## config.mk

```make
export PLATFORM = sky130hd
export DESIGN_NAME = samp_strobe_gen
export DESIGN_NICKNAME = d
export VERILOG_FILES = /design/src/rtl/sps_pkg.sv /design/src/rtl/sps_start_capture.sv /design/src/rtl/sps_token_chain.sv /design/src/rtl/sps_col_decode.sv /design/src/rtl/samp_strobe_gen.sv
export SDC_FILE = /design/constraint.sdc
export NUM_CORES = 1
export LEC_CHECK = 0
export BUFFER_PORTS_ARGS = -buffer_cell sky130_fd_sc_hd__buf_2
export CORE_MARGIN = 2
export CORE_UTILIZATION = 56
export DETAILED_ROUTE_END_ITERATION = 6
export PLACE_DENSITY = 0.76
export REMOVE_ABC_BUFFERS = 1
export SYNTH_ARGS = -nofsm -noshare
export SYNTH_HDL_FRONTEND = slang
export SYNTH_SLANG_ARGS = --single-unit
export TNS_END_PERCENT = 100
```

## constraint.sdc

```tcl
create_clock -name clk -period 3.2 [get_ports clk]
set_clock_uncertainty 0.2 [all_clocks]
set_input_delay 0.32 -clock clk [delete_from_list [all_inputs] [get_ports clk]]
set_output_delay 0.32 -clock clk [all_outputs]
set_load 0.03 [all_outputs]
```

## src/rtl/sps_pkg.sv

```systemverilog
package sps_pkg;

    localparam int unsigned GRP_COLS = 3;

    typedef enum logic [1:0] {
        STEP_A = 2'd0,
        STEP_B = 2'd1,
        STEP_C = 2'd2
    } step_e;

    typedef struct packed {
        logic p1;
        logic p2;
        logic p3;
    } phase_t;

    // Which phase enable a sequential step waits for.
    function automatic logic phase_hit(input phase_t ph, input step_e s);
        case (s)
            STEP_A:  return ph.p1;
            STEP_B:  return ph.p2;
            STEP_C:  return ph.p3;
            default: return 1'b0;
        endcase
    endfunction

    function automatic step_e step_next(input step_e s);
        case (s)
            STEP_A:  return STEP_B;
            STEP_B:  return STEP_C;
            default: return STEP_A;
        endcase
    endfunction

endpackage

```

## src/rtl/sps_start_capture.sv

```systemverilog
module sps_start_capture (
    input  logic clk,
    input  logic rst,
    input  logic dir_up,
    input  logic start_lo_in,
    input  logic start_hi_in,
    input  logic ph1,
    input  logic busy,
    output logic load
);
    logic armed_q;
    logic start_sel;

    assign start_sel = dir_up ? start_lo_in : start_hi_in;
    assign load      = ph1 & start_sel & armed_q & ~busy;

    // Arm only once the start has been seen low; disarm on load.
    always_ff @(posedge clk) begin
        if (rst)
            armed_q <= 1'b1;
        else if (load)
            armed_q <= 1'b0;
        else if (!start_sel)
            armed_q <= 1'b1;
    end

    // a held start cannot load twice back to back
    p_one_load_r6: assert property (@(posedge clk) disable iff (rst)
        load |=> !load);

endmodule

```

## src/rtl/sps_token_chain.sv

```systemverilog
module sps_token_chain
    import sps_pkg::*;
#(
    parameter int unsigned NUM_STAGES = 100
) (
    input  logic                  clk,
    input  logic                  rst,
    input  logic                  load,
    input  logic                  mode_sim,
    input  phase_t                ph,
    output logic [NUM_STAGES-1:0] tok,
    output step_e                 step,
    output logic                  fire,
    output logic                  busy
);
    logic adv;

    assign busy = |tok;
    assign fire = busy & (mode_sim ? ph.p1 : phase_hit(ph, step));
    assign adv  = fire & (mode_sim | (step == STEP_C));

    for (genvar i = 0; i < NUM_STAGES; i++) begin : g_stage
        logic from_prev;
        logic q;
        if (i == 0) begin : g_head
            assign from_prev = 1'b0;
        end else begin : g_body
            assign from_prev = tok[i-1];
        end
        always_ff @(posedge clk) begin
            if (rst)
                q <= 1'b0;
            else if (load)
                q <= (i == 0);
            else if (adv)
                q <= from_prev;
        end
        assign tok[i] = q;
    end

    always_ff @(posedge clk) begin
        if (rst || load || adv)
            step <= STEP_A;
        else if (fire)
            step <= step_next(step);
    end

    // never more than one token in the chain
    p_tok_onehot_r1: assert property (@(posedge clk) disable iff (rst)
        $onehot0(tok));

    // an advance from a non-final stage keeps the token alive
    p_adv_keeps_r1: assert property (@(posedge clk) disable iff (rst)
        (adv && !tok[NUM_STAGES-1]) |=> busy);

    // an empty chain sits on the first step
    p_idle_step_r5: assert property (@(posedge clk) disable iff (rst)
        !busy |-> (step == STEP_A));

endmodule

```

## src/rtl/sps_col_decode.sv

```systemverilog
module sps_col_decode
    import sps_pkg::*;
#(
    parameter int unsigned NUM_STAGES = 100
) (
    input  logic                             clk,
    input  logic                             rst,
    input  logic                             dir_up,
    input  logic                             mode_sim,
    input  logic                             fire,
    input  step_e                            step,
    input  logic [NUM_STAGES-1:0]            tok,
    output logic [NUM_STAGES*GRP_COLS-1:0]   strobe
);
    localparam int unsigned NCOL = NUM_STAGES * GRP_COLS;

    for (genvar c = 0; c < NCOL; c++) begin : g_col
        localparam int unsigned UP_STG = c / GRP_COLS;
        localparam int unsigned UP_OFS = c % GRP_COLS;
        localparam int unsigned DN_LI  = NCOL - 1 - c;
        localparam int unsigned DN_STG = DN_LI / GRP_COLS;
        localparam int unsigned DN_OFS = DN_LI % GRP_COLS;

        logic hit_up, hit_dn, q;

        assign hit_up = tok[UP_STG] & (mode_sim | (step == step_e'(2'(UP_OFS))));
        assign hit_dn = tok[DN_STG] & (mode_sim | (step == step_e'(2'(DN_OFS))));

        always_ff @(posedge clk) begin
            if (rst)
                q <= 1'b0;
            else
                q <= fire & (dir_up ? hit_up : hit_dn);
        end
        assign strobe[c] = q;
    end

    // a strobe only follows an edge at which some phase fired
    p_strobe_fire_r4: assert property (@(posedge clk) disable iff (rst)
        (|strobe) |-> $past(fire));

endmodule

```

## src/rtl/samp_strobe_gen.sv

```systemverilog
module samp_strobe_gen
    import sps_pkg::*;
#(
    parameter int unsigned NUM_STAGES = 100
) (
    input  logic                           clk,
    input  logic                           rst,
    input  logic                           dir_up,
    input  logic                           mode_sim,
    input  logic                           ph1_en,
    input  logic                           ph2_en,
    input  logic                           ph3_en,
    input  logic                           start_lo_in,
    input  logic                           start_hi_in,
    output logic                           casc_lo_out,
    output logic                           casc_hi_out,
    output logic [NUM_STAGES*GRP_COLS-1:0] strobe
);
    phase_t                ph;
    logic                  load, fire, busy, casc;
    logic [NUM_STAGES-1:0] tok;
    step_e                 step;

    assign ph = {ph1_en, ph2_en, ph3_en};

    sps_start_capture u_cap (
        .clk         (clk),
        .rst         (rst),
        .dir_up      (dir_up),
        .start_lo_in (start_lo_in),
        .start_hi_in (start_hi_in),
        .ph1         (ph1_en),
        .busy        (busy),
        .load        (load)
    );

    sps_token_chain #(.NUM_STAGES(NUM_STAGES)) u_chain (
        .clk      (clk),
        .rst      (rst),
        .load     (load),
        .mode_sim (mode_sim),
        .ph       (ph),
        .tok      (tok),
        .step     (step),
        .fire     (fire),
        .busy     (busy)
    );

    sps_col_decode #(.NUM_STAGES(NUM_STAGES)) u_dec (
        .clk      (clk),
        .rst      (rst),
        .dir_up   (dir_up),
        .mode_sim (mode_sim),
        .fire     (fire),
        .step     (step),
        .tok      (tok),
        .strobe   (strobe)
    );

    // Cascade is high while the last group waits for its first step.
    assign casc        = tok[NUM_STAGES-1] & (step == STEP_A);
    assign casc_hi_out = dir_up & casc;
    assign casc_lo_out = ~dir_up & casc;

    // simultaneous mode strobes a whole group at once
    p_sim_group_r3: assert property (@(posedge clk) disable iff (rst)
        ((|strobe) && $past(mode_sim)) |-> ($countones(strobe) == GRP_COLS));

    // sequential mode strobes one column at a time
    p_seq_single_r5: assert property (@(posedge clk) disable iff (rst)
        ((|strobe) && !$past(mode_sim)) |-> ($countones(strobe) == 1));

    // reset leaves every output low on the next cycle
    p_reset_clear_r9: assert property (@(posedge clk)
        rst |=> ((strobe == '0) && !casc_lo_out && !casc_hi_out));

endmodule

```

==> flow_metrics.py <==
metrics = {
    "setup_path": {
        "crit_chain": "nor4_1, nand4_1, nor3_2, buf_4, a211o_4, buf_4, nor2_1",
        "rrSetupSlack_ns": 0.39,
        "crit_top_cell": "buf_4",
        "r2r_end": "u_dec.g_col[231].q",
        "cp_top_family": "simple AND/OR/NAND/NOR gates",
        "cp.required_ns": 3.39,
        "crit_path_start_kind": "flip-flop",
        "end_kind": "flip-flop",
        "cp_slowest_cell": "nor4_1",
        "slowest_delay_ns": 0.61,
        "cp_max_fo": 50,
        "crit_arrival_ns": 3.00,
        "reg2reg_depth": 7,
        "crit_type": "flip-flop to flip-flop",
        "path_buf_inv": 2,
        "timing.rr.start": "u_chain.g_stage[76].q",
    },
    "clocking": {
        "clock_latency_ns": 0.54,
        "clk_pin_slew_worst_paths_ns": 0.06,
        "post_cts.repair.setup_buffers": 0,
        "cts.sinks": 403,
        "clock_path_buffers": 3,
        "cts_tree": "yes",
        "clock-root-buffer": "clkbuf_16",
        "ctsResizeCount": 0,
        "cts_max_level": 2,
        "cts_buffers": 42,
    },
    "synthesis": {
        "syn_avg_cell_area_sq_um": 8.114,
        "synth_cell_types": 33,
        "synth_fa_ha_area_share_pct": 0,
        "synthXorXnorAreaFrac_pct": 0,
        "ys_seq_elements": 403,
        "synthSimpleGateAreaFrac_pct": 19.74,
        "syn_inst": 2229,
        "synth_top_area_share_pct": 44.61,
        "synth_common_cells": "403 x dfxtp_1, 354 x nand2_1, 354 x nor2_1, 307 x buf_4, 210 x clkbuf_1",
        "ys_seq_area_share_pct": 44.61,
        "synthArstFlopShare_pct": 0,
        "synth_top_area_cell": "dfxtp_1",
        "yosysMostFrequentCell": "dfxtp_1",
        "synth_edf_count": 0,
        "synth_flop_cell": "dfxtp_1",
        "ys_warn_count": 0,
        "synth.area.top_cells": "dfxtp_1 45%, buf_4 13%, nand2_1 7.3%, nor2_1 7.3%, mux2i_1 5.5%",
        "netlist_area_sq_um": 18090,
        "synth_compound_area_share_pct": 8.184,
        "synthMuxAreaShare_pct": 8.834,
        "synth_top_family_by_area": "simple AND/OR/NAND/NOR gates",
    },
    "sta": {
        "relSlewSlack_pct": 26.78,
        "holdWs_ns": 0.02625,
        "timing.final.crit_share_pct": 87.87,
        "period_needed_ns": 2.812,
        "fmax_mhz": 355.7,
        "fin_setup_tns_ns": 0,
        "finalHoldViolations": 0,
        "slew_viol_final": 0,
        "tightestPinTransition_ns": 1.098,
        "finalSetupViolations": 0,
        "rsz0062_at_grt": "no",
    },
    "placed_design": {
        "gp_congestion": 0.8182,
        "hpwl_um": 25950,
        "place_inst": 2423,
        "io_buffers": 310,
    },
    "grt": {
        "antenna_found_initial": 0,
        "grt_max_degree": 101,
        "grt-ovfl-total": 0,
        "grt_pass1_wl_um": 64800,
        "grt_pass1_vias": 12100,
        "grtUsageTotal_pct": 23.56,
    },
    "flow_run": {
        "drv_cap": 0,
    },
    "floorplanning": {
        "initial_core_util_pct": 57.02,
        "fp.dieH_um": 183.7,
        "coreArea_sq_um": 31720,
        "die_x_um": 183.7,
        "num_io_pins": 311,
        "dieArea_sq_um": 33750,
        "rows": 65,
    },
    "finish": {
        "drive_gt1_share_pct": 22.88,
        "final_util_pct": 59.18,
        "seq_area_sq_um": 8068,
        "fillers": 2724,
        "antenna_cells": 0,
        "area_growth_pct": 3.784,
        "nets": 2075,
        "multiInputGateArea_sq_um": 6696,
        "fin_cells": 2500,
    },
    "route": {
        "wl_per_cell_um": 16.45,
        "vias": 13400,
        "drtIter0Drc": 999,
        "drt_wl_total_um": 41130,
        "ant_nets": 0,
        "via_per_inst": 5.359,
        "drtPass1Iterations": 5,
        "drc": 0,
    },
    "power": {
        "power_mw": 10.61,
        "ir_drop_uv": 384.4,
        "p_leak_nw": 7.399,
        "p_per_area_nw_per_um2": 565.3,
    },
    "worst_hold_path": {
        "hold_path_end": "u_chain.g_stage[90].q",
        "hold_class": "primary input to flip-flop",
        "hold_start": "rst",
        "min_delay_path_depth": 2,
    },
    "status": {
        "status": "completed",
    },
}
[report_power, final]
| group | internal [mW] | switching, mW |
|---|---|---|
| clock | 3.17 | 2.00 |
| combinational | 0.109 | 0.301 |
| sequential | 5.02 | 0.00740 |
| total | 8.30 | 2.31 |
[kinds of logic (layout without fill, tap and decap cells)]
kind of cell,after synthesis,count (layout)
flops,403,403
buf+inv,559,428
simple gates,850,850
mux,153,153
compound gates,264,264
[routing by layer]
layer	up-vias	part of all wire [%]	GRT usage (%)	wire, um
li1	6583	-	-	-
met2	484	46	37.95	18980
met1	6264	45	32.64	18680
met4	0	2.0	6.240	803
met5	-	0	0	0
met3	66	6.5	4.239	2662
[per-stage QoR]
step / cell area [sq um] / worst slack [ns]
2_1_floorplan: 14720 / -5.581
5_1_grt: 18770 / 0.2464
3_3_place_gp: 17280 / 0.3746
6_report: 18770 / 0.3883
3_5_place_dp: 17280 / 0.3780
4_1_cts: 18770 / 0.3541
[repair_timing]
action                                 4_1_cts  5_1_grt
setup endpoints to repair                    0        0
endpoints found under the hold margin        2        0
hold buffers                                 1        0
[registers in the layout, indices dropped and copies added (netlist names)]
name                       cells
u_cap.armed_q                  1
u_chain.g_stage.from_prev      1
u_chain.step                   2
u_dec.g_col.q                300
u_chain.g_stage.q             99
[worst max-delay path by stage]
stage / startpoint / to / slack [ns] / depth (start not counted)
CTS: u_chain.g_stage[76].q / u_dec.g_col[231].q / 0.35 / 7
global route: u_chain.g_stage[76].q / u_dec.g_col[231].q / 0.25 / 7
floorplan: u_chain.step[1] / u_dec.g_col[105].q / -5.58 / 5
global placement: u_chain.g_stage[76].q / u_dec.g_col[32].q / 0.37 / 7
detailed placement: u_chain.g_stage[76].q / u_dec.g_col[231].q / 0.38 / 7
finish: u_chain.g_stage[76].q / u_dec.g_col[231].q / 0.39 / 7
[worst reg2reg max path: cells and delay by family (launching register included)]
family          cells  cell delay (ns)
buf+inv             2             0.64
flops               1             0.39
simple gates        4             1.27
compound gates      1             0.18
[final cells by class]
class	instances	area share, %
flip-flops and latches	403	42.98
multi-input cells	1267	35.68
repair buffers	350	10.75
clock buffers	55	6.292
well taps	402	2.680
clock inverters	21	1.586
inverters	2	0.03999
[cell usage in the layout, fill, tap and decap left out, drive strengths merged, types with 2 or more instances in the layout]
master / n
dfxtp: 403
nor2: 354
nand2: 354
buf: 349
a21oi: 152
a31oi: 100
mux2i: 100
clkbuf: 55
mux2: 53
nand3b: 51
nand3: 51
nor4: 27
clkinv: 8
bufinv: 7
nand4: 6
clkinvlp: 4
inv: 4
nand2b: 3
a21o: 3
o21ai: 2
(Power assumes the default switching activity.)
